**src/rtl/spi_cst_pkg.sv**
```systemverilog
// Shared types for the chip-select-timed SPI master.
package spi_cst_pkg;
    // Sequencer phases of one word transfer.
    typedef enum logic [2:0] {
        ST_IDLE,
        ST_SETUP,
        ST_SHIFT,
        ST_HOLD,
        ST_GAP
    } seq_state_t;
endpackage

```
**src/rtl/spi_cst_cfgsel.sv**
```systemverilog
// Per-chip-select configuration selector.
// Unpacks the flat per-chip-select vectors and presents the fields of the
// chip select named by sel. Assumes the fields are static during a word.
module spi_cst_cfgsel #(
    parameter int NUM_CS = 2,
    parameter int TMR_W  = 4,
    parameter int WIN_W  = 3,
    parameter int CS_W   = 1
) (
    input  logic [CS_W-1:0]         sel,
    input  logic [NUM_CS*TMR_W-1:0] cfg_setup,
    input  logic [NUM_CS*TMR_W-1:0] cfg_hold,
    input  logic [NUM_CS*TMR_W-1:0] cfg_gap,
    input  logic [NUM_CS*WIN_W-1:0] cfg_en_on,
    input  logic [NUM_CS*WIN_W-1:0] cfg_en_off,
    input  logic [NUM_CS-1:0]       cfg_par_en,
    input  logic [NUM_CS-1:0]       cfg_par_even,
    input  logic [NUM_CS-1:0]       cfg_tmr_off,
    output logic [TMR_W-1:0]        setup,
    output logic [TMR_W-1:0]        hold,
    output logic [TMR_W-1:0]        gap,
    output logic [WIN_W-1:0]        en_on,
    output logic [WIN_W-1:0]        en_off,
    output logic                    par_en,
    output logic                    par_even,
    output logic                    tmr_off
);
    logic [TMR_W-1:0] su_a [NUM_CS];
    logic [TMR_W-1:0] ho_a [NUM_CS];
    logic [TMR_W-1:0] gp_a [NUM_CS];
    logic [WIN_W-1:0] on_a [NUM_CS];
    logic [WIN_W-1:0] of_a [NUM_CS];

    // Slice each flat vector into one entry per chip select.
    generate
        for (genvar i = 0; i < NUM_CS; i++) begin : g_unpack
            assign su_a[i] = cfg_setup[i*TMR_W +: TMR_W];
            assign ho_a[i] = cfg_hold[i*TMR_W +: TMR_W];
            assign gp_a[i] = cfg_gap[i*TMR_W +: TMR_W];
            assign on_a[i] = cfg_en_on[i*WIN_W +: WIN_W];
            assign of_a[i] = cfg_en_off[i*WIN_W +: WIN_W];
        end
    endgenerate

    // Pick the selected entry; out-of-range numbers read as all zero.
    always_comb begin
        setup = '0; hold = '0; gap = '0; en_on = '0; en_off = '0;
        par_en = 1'b0; par_even = 1'b0; tmr_off = 1'b0;
        for (int i = 0; i < NUM_CS; i++) begin
            if (int'(sel) == i) begin
                setup    = su_a[i];
                hold     = ho_a[i];
                gap      = gp_a[i];
                en_on    = on_a[i];
                en_off   = of_a[i];
                par_en   = cfg_par_en[i];
                par_even = cfg_par_even[i];
                tmr_off  = cfg_tmr_off[i];
            end
        end
    end
endmodule

```
**src/rtl/spi_cst_sckgen.sv**
```systemverilog
// Serial clock generator for mode 0.
// While run is high, sck toggles every half module clocks, starting low.
// rise/fall flag the clock edge at which sck goes high/low. sck is forced
// low as soon as run drops. Assumes half >= 1 and static while running.
module spi_cst_sckgen #(
    parameter int DIV_W = 3
) (
    input  logic             clk,
    input  logic             rst_n,
    input  logic             run,
    input  logic [DIV_W-1:0] half,
    output logic             sck,
    output logic             rise,
    output logic             fall
);
    logic [DIV_W-1:0] pc_q;
    logic             sck_q;
    logic [DIV_W-1:0] half_m1;
    logic             flip;

    assign half_m1 = half - DIV_W'(1);
    assign flip    = run && (pc_q == half_m1);

    // Phase counter and clock level.
    always_ff @(posedge clk) begin
        if (!rst_n || !run) begin
            pc_q  <= '0;
            sck_q <= 1'b0;
        end else if (flip) begin
            pc_q  <= '0;
            sck_q <= ~sck_q;
        end else begin
            pc_q  <= pc_q + DIV_W'(1);
        end
    end

    assign sck  = sck_q && run;
    assign rise = flip && !sck_q;
    assign fall = flip && sck_q;

    assert_phase_bound_R2: assert property (@(posedge clk) disable iff (!rst_n)
        run && $past(run) && $stable(half) |-> pc_q <= half_m1);
endmodule

```
**src/rtl/spi_cst_window.sv**
```systemverilog
// Response window timer.
// start loads a limit. From the next clock on, each cycle either sees the
// awaited level (window closes cleanly) or counts down. At zero without
// the level, expire pulses and the window closes. resolved is high when
// no window is pending after this cycle.
module spi_cst_window #(
    parameter int CNT_W = 7
) (
    input  logic             clk,
    input  logic             rst_n,
    input  logic             start,
    input  logic [CNT_W-1:0] limit,
    input  logic             level_ok,
    output logic             expire,
    output logic             resolved
);
    logic             active_q;
    logic [CNT_W-1:0] cnt_q;

    // Window open/close and countdown.
    always_ff @(posedge clk) begin
        if (!rst_n) begin
            active_q <= 1'b0;
            cnt_q    <= '0;
        end else if (start) begin
            active_q <= 1'b1;
            cnt_q    <= limit;
        end else if (active_q) begin
            if (level_ok || cnt_q == '0) active_q <= 1'b0;
            else                         cnt_q    <= cnt_q - CNT_W'(1);
        end
    end

    assign expire   = active_q && !level_ok && (cnt_q == '0);
    assign resolved = !active_q || level_ok || (cnt_q == '0);

    assert_window_close_R7: assert property (@(posedge clk) disable iff (!rst_n)
        active_q && !level_ok && cnt_q == '0 && !start |=> !active_q);
endmodule

```
**src/rtl/spi_cst_master.sv**
```systemverilog
// SPI master with per-chip-select setup/hold/gap timing, optional parity
// and slave-ready response windows.
// Accepts one word when in_valid && in_ready. It sequences setup, shift,
// hold and gap, then pulses out_done with the received word and error
// flag. Assumes configuration inputs are static while a word is in flight.
module spi_cst_master
    import spi_cst_pkg::*;
#(
    parameter int NUM_CS = 2,
    parameter int DATA_W = 8,
    parameter int TMR_W  = 4,
    parameter int WIN_W  = 3,
    parameter int DIV_W  = 3,
    localparam int CS_W  = (NUM_CS > 1) ? $clog2(NUM_CS) : 1
) (
    input  logic                    clk,
    input  logic                    rst_n,
    input  logic [DIV_W-1:0]        sck_half,
    input  logic [NUM_CS*TMR_W-1:0] cfg_setup,
    input  logic [NUM_CS*TMR_W-1:0] cfg_hold,
    input  logic [NUM_CS*TMR_W-1:0] cfg_gap,
    input  logic [NUM_CS*WIN_W-1:0] cfg_en_on,
    input  logic [NUM_CS*WIN_W-1:0] cfg_en_off,
    input  logic [NUM_CS-1:0]       cfg_par_en,
    input  logic [NUM_CS-1:0]       cfg_par_even,
    input  logic [NUM_CS-1:0]       cfg_tmr_off,
    input  logic                    in_valid,
    output logic                    in_ready,
    input  logic [DATA_W-1:0]       in_data,
    input  logic [CS_W-1:0]         in_cs,
    input  logic                    in_hold_cs,
    output logic                    out_done,
    output logic                    out_err,
    output logic [DATA_W-1:0]       out_data,
    output logic                    sck,
    output logic                    mosi,
    input  logic                    miso,
    output logic [NUM_CS-1:0]       cs_n,
    input  logic                    slv_en_n
);
    localparam int LIM_W = WIN_W + DIV_W + 1;
    localparam int BIT_W = $clog2(DATA_W + 2);

    seq_state_t         state_q;
    logic [TMR_W-1:0]   cnt_q;
    logic [BIT_W-1:0]   bit_q;
    logic [DATA_W:0]    tx_q, rx_q;
    logic [CS_W-1:0]    cur_cs_q;
    logic               held_q, keep_q, err_acc_q, done_q, err_q;
    logic [DATA_W-1:0]  data_q;
    logic [NUM_CS-1:0]  cs_n_q;

    logic [TMR_W-1:0]   c_setup, c_hold, c_gap, su_eff, ho_eff;
    logic [WIN_W-1:0]   c_en_on, c_en_off;
    logic               c_par_en, c_par_even, c_tmr_off;
    logic [CS_W-1:0]    sel;
    logic [DIV_W-1:0]   half_eff;
    logic [LIM_W-1:0]   lim_on, lim_off;
    logic               accept, cont, run, rise, fall, last_bit;
    logic               on_start, off_start, on_exp, off_exp, on_res, off_res;
    logic               pbit;

    assign in_ready = (state_q == ST_IDLE);
    assign accept   = in_valid && in_ready;
    assign cont     = held_q && (in_cs == cur_cs_q);
    assign sel      = in_ready ? in_cs : cur_cs_q;
    assign half_eff = (sck_half == '0) ? DIV_W'(1) : sck_half;
    assign su_eff   = c_tmr_off ? '0 : c_setup;
    assign ho_eff   = c_tmr_off ? '0 : c_hold;
    assign lim_on   = (LIM_W'(c_en_on) * LIM_W'(half_eff)) << 1;
    assign lim_off  = (LIM_W'(c_en_off) * LIM_W'(half_eff)) << 1;
    assign pbit     = c_par_even ? (^in_data) : ~(^in_data);
    assign last_bit = (bit_q == (c_par_en ? BIT_W'(DATA_W) : BIT_W'(DATA_W - 1)));
    assign run      = (state_q == ST_SHIFT);
    assign on_start = accept && !cont;
    assign off_start = run && fall && last_bit && !keep_q && !on_exp;

    spi_cst_cfgsel #(.NUM_CS(NUM_CS), .TMR_W(TMR_W), .WIN_W(WIN_W), .CS_W(CS_W)) u_cfg (
        .sel(sel), .cfg_setup(cfg_setup), .cfg_hold(cfg_hold), .cfg_gap(cfg_gap),
        .cfg_en_on(cfg_en_on), .cfg_en_off(cfg_en_off), .cfg_par_en(cfg_par_en),
        .cfg_par_even(cfg_par_even), .cfg_tmr_off(cfg_tmr_off),
        .setup(c_setup), .hold(c_hold), .gap(c_gap), .en_on(c_en_on), .en_off(c_en_off),
        .par_en(c_par_en), .par_even(c_par_even), .tmr_off(c_tmr_off));

    spi_cst_sckgen #(.DIV_W(DIV_W)) u_sck (
        .clk(clk), .rst_n(rst_n), .run(run), .half(half_eff),
        .sck(sck), .rise(rise), .fall(fall));

    spi_cst_window #(.CNT_W(LIM_W)) u_win_on (
        .clk(clk), .rst_n(rst_n), .start(on_start), .limit(lim_on),
        .level_ok(!slv_en_n), .expire(on_exp), .resolved(on_res));

    spi_cst_window #(.CNT_W(LIM_W)) u_win_off (
        .clk(clk), .rst_n(rst_n), .start(off_start), .limit(lim_off),
        .level_ok(slv_en_n), .expire(off_exp), .resolved(off_res));

    // Transfer sequencer, shift registers and chip select drive.
    always_ff @(posedge clk) begin
        if (!rst_n) begin
            state_q <= ST_IDLE;  cnt_q <= '0;  bit_q <= '0;
            tx_q <= '0;  rx_q <= '0;  cur_cs_q <= '0;
            held_q <= 1'b0;  keep_q <= 1'b0;  err_acc_q <= 1'b0;
            done_q <= 1'b0;  err_q <= 1'b0;  data_q <= '0;
            cs_n_q <= '1;
        end else begin
            done_q <= 1'b0;
            if (on_exp || off_exp) err_acc_q <= 1'b1;
            unique case (state_q)
                ST_IDLE: if (accept) begin
                    cur_cs_q  <= in_cs;
                    tx_q      <= {in_data, pbit};
                    bit_q     <= '0;
                    keep_q    <= in_hold_cs;
                    held_q    <= 1'b0;
                    err_acc_q <= 1'b0;
                    err_q     <= 1'b0;
                    cs_n_q    <= ~(NUM_CS'(1) << in_cs);
                    if (cont || su_eff == '0) state_q <= ST_SHIFT;
                    else begin
                        state_q <= ST_SETUP;
                        cnt_q   <= su_eff;
                    end
                end
                ST_SETUP, ST_SHIFT: if (on_exp) begin
                    keep_q <= 1'b0;
                    if (ho_eff == '0) begin
                        cs_n_q <= '1;  state_q <= ST_GAP;  cnt_q <= c_gap;
                    end else begin
                        state_q <= ST_HOLD;  cnt_q <= ho_eff;
                    end
                end else if (state_q == ST_SETUP) begin
                    cnt_q <= cnt_q - TMR_W'(1);
                    if (cnt_q == TMR_W'(1)) state_q <= ST_SHIFT;
                end else if (rise) begin
                    rx_q <= {rx_q[DATA_W-1:0], miso};
                end else if (fall) begin
                    if (last_bit) begin
                        if (keep_q || ho_eff == '0) begin
                            if (!keep_q) cs_n_q <= '1;
                            state_q <= ST_GAP;  cnt_q <= c_gap;
                        end else begin
                            state_q <= ST_HOLD;  cnt_q <= ho_eff;
                        end
                    end else begin
                        bit_q <= bit_q + BIT_W'(1);
                        tx_q  <= {tx_q[DATA_W-1:0], 1'b0};
                    end
                end
                ST_HOLD: begin
                    cnt_q <= cnt_q - TMR_W'(1);
                    if (cnt_q == TMR_W'(1)) begin
                        cs_n_q  <= '1;  state_q <= ST_GAP;  cnt_q <= c_gap;
                    end
                end
                ST_GAP: if (cnt_q != '0) begin
                    cnt_q <= cnt_q - TMR_W'(1);
                end else if (on_res && off_res) begin
                    state_q <= ST_IDLE;
                    done_q  <= 1'b1;
                    err_q   <= err_acc_q || on_exp || off_exp;
                    held_q  <= keep_q;
                    data_q  <= c_par_en ? rx_q[DATA_W:1] : rx_q[DATA_W-1:0];
                end
                default: state_q <= ST_IDLE;
            endcase
        end
    end

    assign out_done = done_q;
    assign out_err  = err_q;
    assign out_data = data_q;
    assign cs_n     = cs_n_q;
    assign mosi     = tx_q[DATA_W];

    assert_cs_onehot_R10: assert property (@(posedge clk) disable iff (!rst_n)
        $onehot0(~cs_n));
    assert_sck_idle_R2: assert property (@(posedge clk) disable iff (!rst_n)
        (&cs_n) |-> !sck);
    assert_mosi_stable_R2: assert property (@(posedge clk) disable iff (!rst_n)
        sck && $past(sck) |-> $stable(mosi));
    assert_done_pulse_R11: assert property (@(posedge clk) disable iff (!rst_n)
        out_done |=> !out_done);
    assert_err_with_done_R11: assert property (@(posedge clk) disable iff (!rst_n)
        $rose(out_err) |-> out_done);
endmodule

```
**config.mk**
```make
export PLATFORM = sky130hd
export DESIGN_NAME = spi_cst_master
export DESIGN_NICKNAME = d
export VERILOG_FILES = /design/src/rtl/spi_cst_pkg.sv /design/src/rtl/spi_cst_cfgsel.sv /design/src/rtl/spi_cst_sckgen.sv /design/src/rtl/spi_cst_window.sv /design/src/rtl/spi_cst_master.sv
export SDC_FILE = /design/constraint.sdc
export NUM_CORES = 1
export LEC_CHECK = 0
export ABC_AREA = 1
export ABC_CLOCK_PERIOD_IN_PS = 4000
export BUFFER_PORTS_ARGS = -buffer_cell sky130_fd_sc_hd__buf_2
export CAP_MARGIN = 25
export CORE_ASPECT_RATIO = 0.6
export CORE_MARGIN = 5
export CORE_UTILIZATION = 40
export DETAILED_ROUTE_END_ITERATION = 16
export SLEW_MARGIN = 20
export SYNTH_ARGS = -nofsm -noshare
export SYNTH_HDL_FRONTEND = slang
export SYNTH_SLANG_ARGS = --single-unit
export TNS_END_PERCENT = 50
```
**constraint.sdc**
```tcl
create_clock -name clk -period 4 [get_ports clk]
set_input_delay 0 -clock clk [delete_from_list [all_inputs] [get_ports clk]]
set_output_delay 0 -clock clk [all_outputs]
set_load 0.005 [all_outputs]
```
==> reports/qor.yml, run 1 <==
status: "finished clean"
endpoint: "u_win_on.cnt_q[5]"
fin_crit_sh_pct: 76.7
placed_cells: 861
clockBufferDepth: 2
die-area_um2: 13400
wl_mm: 12.5
cp-startpoint: "state_q[2]"
antenna_found_initial: 0
ir_drop_uv: 359
period_needed_ps: 3070
grt_pass1_vias: 4379
overflow: 0
grt_use_met1_pct: 27.3
drtIter0Drc: 320
cpMaxStageDelayCell: "fa_1"
boundaryPins: 75
p_leak_uw: 0.00252
path_delay_family: "adder cells"
synth_cells: 663
syn_avg_cell_area_um2: 6.73
cts_buffers: 9
yosys_warnings: 0
hold_violations: 0
path_max_fanout: 7
r2r.worst_path.cells: 14
grtUsageMet2_pct: 28.2
rsz0062_at_grt: "no"
wl_per_cell_um: 14.1
crit_type: "flip-flop to flip-flop"
top_usage_layer: "met2"
grt_max_degree: 36
synth_edf_count: 0
cts-root-buf: "clkbuf_16"
endpoint_kind: "flip-flop"
area_growth_pct: 19.5
nNetsFinal: 826
drc_errors: 0
synth_fp_nets: 745
drv_slew: 0
setup_viol: 0
max_freq_ghz: 0.326
crit_chain: "inv_4 > nand2_4 > nand2_4 > nand2_4 > mux2i_1 > nor2_1 > fa_1 > ha_1 > inv_1 > fa_1 > o21ai_0 > o41ai_1 > o21ai_0 > inv_1"
hp-class: "input pin to flip-flop"
rows: 29
tightest_slew_ps: 652
ys_seq_area_share_pct: 29.2
cp_common_cell: "nand2_4"
viasPerCell: 5.12
relSlewSlack_pct: 56.5
fin_cells: 888
cp.required_ps: 4240
dieWidth_um: 146
fin_tns_setup_ps: 0
htree_levels: 3
grt_pass1_wl_mm: 21.3
port_buffers: 74
track_usage_pct: 19.2
yosysUniqueCellTypes: 49
first_pass_iters: 5
start_util_pct: 41.5
clk_latency_ps: 340
cp_num_cells: 14
cts.repair.resized: 0
routabilityCongestion: 0.892
r2r_setup_slack_ps: 930
timing.rr.end: "u_win_on.cnt_q[5]"
hold_slack_ps: 143
cp_num_buf_inv: 3
r2r-start: "state_q[2]"
use_met3_pct: 6.11
cp-start-kind: "flip-flop"
cts_setup_buffers: 0
fin_util_pct: 49.6
diodes: 0
vias: 4550
maxCapViolCount: 0
cp.arrival_ps: 3300
die_h_um: 91.8
core_um2: 10700
synth_flop_cell: "dfxtp_1"
slowest_delay_ps: 530
skew_ps: 8.43
dpl.hpwl_mm: 9.62
syn_area_um2: 4460
ys_ff_latch: 65
cts_sinks: 65
layout-drive-gt1-share_pct: 17.1
hold_buffers: 11
async_flop_share_pct: 0
final_antenna_net_count: 0
powerDensity_nw_per_um2: 684
cts_tree: "yes"
clkTransAtPathRegs_ps: 60
-- metal layers --
metal	up-vias	part of all wire (%)
li1	2339	-
met1	2055	51
met2	143	40
met3	13	7.7
met4	0	1.0
met5	-	0
-- worst min-delay path, cell delays in order --
cell and delay, ps:
buf_2 120, nand2_1 80, nand3_1 80, nand3b_1 100, a21oi_1 60
-- metrics by stage --
step	worst slack [ps]	area, um2	power, uW
after detailed placement	956	4930	2860
final	933	5330	3640
after CTS	921	5330	3640
after global placement	1030	4930	2840
after floorplan	1040	4460	2410
after global routing	696	5330	3980
-- state kept, by name, indices dropped and copies added, names as in the netlist, 2 cells and up --
name and cells:
bit_q 4, state_q 3, cnt_q 4, u_win_on.cnt_q 7, rx_q 9, out_data 8, u_sck.pc_q 3, u_win_off.cnt_q 7
cs_n 2, tx_q 9
-- cell families (layout without fill, tap and decap cells) --
logic type | Yosys count | after routing | share of synthesized area (%)
AND/OR/NAND/NOR | 304 | 304 | 31.0
multiplexers | 6 | 6 | 1.35
adder cells (fa/ha/maj) | 22 | 22 | 6.85
flip-flops | 65 | 65 | 29.2
buffers and inverters | 104 | 190 | 9.51
AO/OA/AOI/OAI | 142 | 142 | 18.2
XOR/XNOR | 20 | 20 | 3.93
-- Yosys cell counts (all sizes together) (2+ instances only) --
master  number  area, um2
or2          2       12.5
o21bai       2       15.0
xor2         9       78.8
mux2i        6       60.1
fa           4       80.1
inv         84        318
nand2      168        708
nor2        77        312
a211oi       2       15.0
nand4        8       65.1
buf          9       65.1
clkbuf       9       33.8
clkinv       2       7.51
o211ai       8       60.1
nor3        10       60.1
o21ai       50        250
ha          18        225
a21oi       58        309
nand3       33        185
nor4         3       18.8
o221ai       2       17.5
a31oi       11       68.8
xnor2       11       96.3
nand3b       2       15.0
dfxtp       65       1300
o31ai        2       15.0
-- report_power, final --
group          switching (uW)  internal [uW]
combinational            1340            672
sequential                101            774
clock                     325            429
total                    1770           1880
-- worst min-delay path by stage --
stage / startpoint / slack [ps] / end / depth (start not counted)
final: cfg_par_even[1] / 140 / tx_q[0] / 5
after global placement: in_hold_cs / 270 / keep_q / 3
after CTS: cfg_par_even[1] / 120 / tx_q[0] / 5
after detailed placement: in_hold_cs / 280 / keep_q / 3
after floorplan: in_hold_cs / 150 / keep_q / 2
after global routing: cfg_par_even[1] / 200 / tx_q[0] / 5
-- cells in the final DEF (no fill, tap or decap), types with 5 or more instances in the layout --
master and n:
a31oi_1 11, nand3_1 29, nor2_1 72, nor3_1 8, inv_1 78, o211ai_1 8
xnor2_1 11, dlygate4sd3_1 11, buf_2 74, ha_1 18, a21oi_1 55, dfxtp_1 65
xor2_1 9, nand4_1 7, o21ai_0 49, clkbuf_16 9, nand2_4 9, inv_2 5
nand2_1 155, mux2i_1 6
-- layout make-up --
cell class / count / area, um2
Clock buffer: 9 / 225
Clock inverter: 7 / 65.1
Fill cell: 1108 / 5410
Inverter: 86 / 325
Multi-Input combinational cell: 494 / 2730
Sequential cell: 65 / 1300
Tap cell: 139 / 174
Timing Repair Buffer: 88 / 503
No activity file was read; power rests on OpenSTA's default activity.
==> inputs of run 2 (changes only) <==
ABC_CLOCK_PERIOD_IN_PS = 2900   (was 4000)
clock period = 2.9 ns   (was 4 ns; I/O delays follow)
==> run 2 against run 1 <==
Effect of this change: clock skew decreased by 1.6 ps; first-iteration DRC count is 39% higher; register-to-register slack got worse by 850 ps; non-clock buffer count increased by 16; global-route usage grew 0.31 points; combinational power is 53% higher; total power is 45% higher; flip-flop and latch count is the same; clock-buffer cell count grew 2; final area is 3.8% higher; fmax is 8.8% higher; core utilization is 1.9 points higher; largest power group unchanged.
==> reports/qor.yml, run 2 (synthesis gave the netlist of run 1 again) <==
status: "finished clean"
slowest_delay_ps: 550
clkTransAtPathRegs_ps: 50
met1_length_mm: 6.71
routed-wl-met3_mm: 1.05
clk_latency_ps: 330
setup_viol: 0
dpl.hpwl_mm: 9.93
cp-start-kind: "flip-flop"
fin_crit_sh_pct: 97.2
path_max_fanout: 6
cp.arrival_ps: 3010
cpMaxStageDelayCell: "fa_1"
routabilityCongestion: 0.933
cts-root-buf: "clkbuf_16"
endpoint_kind: "flip-flop"
hp-class: "input pin to flip-flop"
cp.required_ps: 3090
layout-drive-gt1-share_pct: 21.3
final_antenna_net_count: 0
ir_drop_uv: 384
grt_max_degree: 36
maxCapViolCount: 0
die_h_um: 91.8
rows: 29
drtIter0Drc: 445
antenna_found_initial: 0
period_needed_ps: 2820
port_buffers: 74
boundaryPins: 75
skew_ps: 6.85
hold_slack_ps: 52.0
drc_errors: 0
cp_num_buf_inv: 1
cts_buffers: 9
overflow: 0
cts_tree: "yes"
core_um2: 10700
diodes: 0
dieWidth_um: 146
hold_violations: 0
track_usage_pct: 19.5
htree_levels: 3
layout_commonest_cell: "nand2_1"
area_growth_pct: 24.0
crit_type: "flip-flop to flip-flop"
p_leak_uw: 0.00260
start_util_pct: 41.5
crit_chain: "nor2_4 > nand3_4 > nand2_8 > mux2i_2 > nor2_1 > fa_1 > ha_2 > inv_2 > fa_1 > nor2_1 > a31oi_1 > a21oi_1"
max_freq_ghz: 0.355
wl_mm: 13.1
powerDensity_nw_per_um2: 954
cts_sinks: 65
path_delay_family: "adder cells"
grt_pass1_wl_mm: 21.5
finalPower_uw: 5280
viasPerCell: 5.12
first_pass_iters: 5
highest_layer: "met4"
rsz0062_at_grt: "yes"
tightest_slew_ps: 646
fillCellCount: 1069
grt_pass1_vias: 4340
final_cell_mix: "154 x nand2_1, 77 x inv_1, 74 x buf_2, 68 x nor2_1, 62 x dfxtp_1"
vias: 4620
routed-wl-met2_mm: 5.14
relSlewSlack_pct: 56.5
nNetsFinal: 842
wl_per_cell_um: 14.5
clockBufferDepth: 2
die-area_um2: 13400
drv_slew: 0
## run 2: worst register-to-register path, delay by kind of cell, from the launching register on
kind	cells	cell delay, ps
buf+inv	1	40
flops	1	330
fa+ha+maj	3	1200
simple gates	5	640
mux	1	240
compound gates	2	230
## run 2: timing repair
action                                 4_1_cts  5_1_grt
hold buffers                                10        0
resized for setup                            4       23
endpoints found under the hold margin       10        0
buffers inserted                             1        4
pin swaps                                    2       10
setup endpoints to repair                    1        7
## run 2: path summary, 6_finish.rpt
| path | startpoint | to | slack [ps] | depth (start not counted) |
|---|---|---|---|---|
| setup reg to reg | state_q[1] | u_win_off.cnt_q[4] | 80 | 12 |
| hold reg to reg | out_data[3] | out_data[3] | 460 | 2 |
| hold / removal | in_cs | cs_n[0] | 50 | 3 |
| setup / recovery | state_q[1] | u_win_off.cnt_q[4] | 80 | 12 |
## run 2: per-layer routing
layer	vias up	GRT usage, %
li1	2370	-
met1	2080	28.7
met2	153	28.5
met3	17	4.88
met4	0	4.46
met5	-	0
## run 2: per-stage QoR
step / util (%) / cells / cell area, um2 / setup slack [ps] / TNS [ps]
finish: 51.5 / 903 / 5530 / 81.5 / 0
global route: 51.5 / 903 / 5530 / -30.3 / -58.7
CTS: 50.6 / 899 / 5430 / 2.58 / 0
detailed placement: 46.8 / 873 / 5020 / 8.98 / 0
global placement: 46.8 / 873 / 5020 / 82.3 / 0
floorplan: - / 663 / 4470 / 25.7 / 0
## run 2: power breakdown
part	switching, uW	internal, uW
combinational	1970	1110
clock	398	598
sequential	131	1070
total	2500	2780
## run 2: layout make-up
| type | instances | area [um2] | area share (%) |
|---|---|---|---|
| clock buffers | 11 | 243 | 4.39 |
| clock inverters | 4 | 28.8 | 0.520 |
| inverters | 86 | 325 | 5.88 |
| multi-input cells | 494 | 2840 | 51.3 |
| flip-flops and latches | 65 | 1310 | 23.6 |
| well taps | 139 | 174 | 3.14 |
| repair buffers | 104 | 621 | 11.2 |
==> inputs of run 3 (changes only) <==
--- a/config.mk
+++ b/config.mk
@@ -7,5 +7,5 @@
 export LEC_CHECK = 0
 export ABC_AREA = 1
-export ABC_CLOCK_PERIOD_IN_PS = 2900
+export ABC_CLOCK_PERIOD_IN_PS = 3400
 export BUFFER_PORTS_ARGS = -buffer_cell sky130_fd_sc_hd__buf_2
 export CAP_MARGIN = 25
==> constraint.sdc (replaced) <==
create_clock -name clk -period 3.4 [get_ports clk]
set_input_delay 0.17 -clock clk [delete_from_list [all_inputs] [get_ports clk]]
set_output_delay 0.17 -clock clk [all_outputs]
set_load 0.005 [all_outputs]
==> run 3 against run 2 <==
Effect of this change: critical path depth up 2; wire length down 5.7%; fmax down 8.8%; sequential power decreased by 14%; total power decreased by 17%; cell count fell by 2.7%; clock-buffer cell count is the same; die area unchanged; clock skew increased by 0.53 ps; flip-flop and latch count unchanged; critical path type unchanged.
==> reports/qor.yml, run 3 (synthesis gave the netlist of run 1 again) <==
status: "finished clean"
netSwitchingPower_uw: 2050
hp-class: "input pin to flip-flop"
routabilityCongestion: 0.894
cts_sinks: 65
cp-start-kind: "flip-flop"
hold_violations: 0
fin_crit_sh_pct: 90.9
die-area_um2: 13400
core_um2: 10700
clockBufferDepth: 2
grt_pass1_wl_mm: 20.8
vias: 4487
p_sw_share_pct: 46.9
powerDensity_nw_per_um2: 831
crit_type: "flip-flop to flip-flop"
max_freq_ghz: 0.324
fin_tns_setup_ps: 0
port_buffers: 74
diodes: 0
nNetsFinal: 817
rows: 29
final_cell_mix: "155 x nand2_1, 78 x inv_1, 74 x buf_2, 72 x nor2_1, 65 x dfxtp_1"
wl_per_cell_um: 14.0
ir_drop_uv: 380
htree_levels: 3
drv_slew: 0
maxCapViolCount: 0
overflow: 0
hold_buffers: 0
rsz0062_at_grt: "no"
clkTransAtPathRegs_ps: 60
cp.required_ps: 3630
r2r.worst_path.cells: 14
start_util_pct: 41.5
period_needed_ps: 3090
p_int_uw: 2320
layout_commonest_cell: "nand2_1"
grt_max_degree: 36
cts.repair.resized: 0
cp.arrival_ps: 3320
path_max_fanout: 7
layout-drive-gt1-share_pct: 17.6
cts-root-buf: "clkbuf_16"
placed_cells: 863
antenna_found_initial: 0
first_pass_iters: 5
track_usage_pct: 18.8
relSlewSlack_pct: 57.7
cts_setup_buffers: 0
dieWidth_um: 146
final_antenna_net_count: 0
setup_viol: 0
grt_pass1_vias: 4188
clock_power_share_pct: 22.3
power_frac_comb_pct: 54.1
cts_tree: "yes"
boundaryPins: 75
clk_latency_ps: 340
tightest_slew_ps: 635
hold_depth: 3
area_growth_pct: 17.9
die_h_um: 91.8
cts_buffers: 9
p_leak_uw: 0.00251
p_seq_share_pct: 23.6
viasPerCell: 5.10
drtIter0Drc: 395
fin_cells: 879
dpl.hpwl_mm: 9.59
endpoint_kind: "flip-flop"
wl_mm: 12.3
drc_errors: 0
skew_ps: 7.39
## run 3: power groups by stage
stage | Combinational (uW) | Clock (uW) | Sequential, uW
after global placement | 2300 | 0 | 1040
after CTS | 2350 | 992 | 1030
after global routing | 2720 | 1020 | 1050
final | 2360 | 974 | 1030
after floorplan | 1810 | 0 | 1020
after detailed placement | 2330 | 0 | 1040
## run 3: final timing paths
| path | from | endpoint | slack [ps] |
|---|---|---|---|
| setup / recovery | state_q[2] | u_win_on.cnt_q[5] | 310 |
| hold / removal | in_hold_cs | keep_q | 120 |
| setup reg to reg | state_q[2] | u_win_on.cnt_q[5] | 310 |
| hold reg to reg | cs_n[1] | cs_n[1] | 450 |
## run 3: layer usage
metal / track usage [%] / up-vias / part of all wire [%] / wire [um]
li1: - / 2315 / - / -
met1: 28.2 / 2020 / 52 / 6420
met2: 26.5 / 141 / 40 / 4890
met3: 5.27 / 11 / 7.5 / 921
met4: 4.30 / 0 / 0.77 / 95
met5: 0 / - / 0 / 0
## run 3: through the flow
stage | setup WS [ps] | utilization (%) | hold WS [ps] | power, uW | area, um2
floorplan | 441 | - | 317 | 2830 | 4460
finish | 311 | 49.0 | 115 | 4370 | 5260
global placement | 444 | 46.0 | 435 | 3340 | 4940
detailed placement | 322 | 46.0 | 438 | 3370 | 4940
CTS | 320 | 49.0 | 112 | 4370 | 5260
global route | 62.9 | 49.0 | 128 | 4800 | 5260
## run 3: worst max-delay path, stage by stage (launching register included)
cell,delay [ps]
dfxtp_1,510
inv_4,110
nand2_4,130
nand2_4,70
nand2_4,130
mux2i_1,290
nor2_1,100
fa_1,530
ha_1,180
inv_1,60
fa_1,370
o21ai_0,200
o41ai_1,100
o21ai_0,150
inv_1,50
## run 3: area by class of cell
| cell class | instances | area, um2 |
|---|---|---|
| clock inverter | 5 | 62.6 |
| timing repair buffer | 79 | 408 |
| clock buffer | 11 | 253 |
| multi-input combinational | 494 | 2730 |
| tap | 139 | 174 |
| fill | 1129 | 5480 |
| sequential | 65 | 1300 |
| inverter | 86 | 325 |
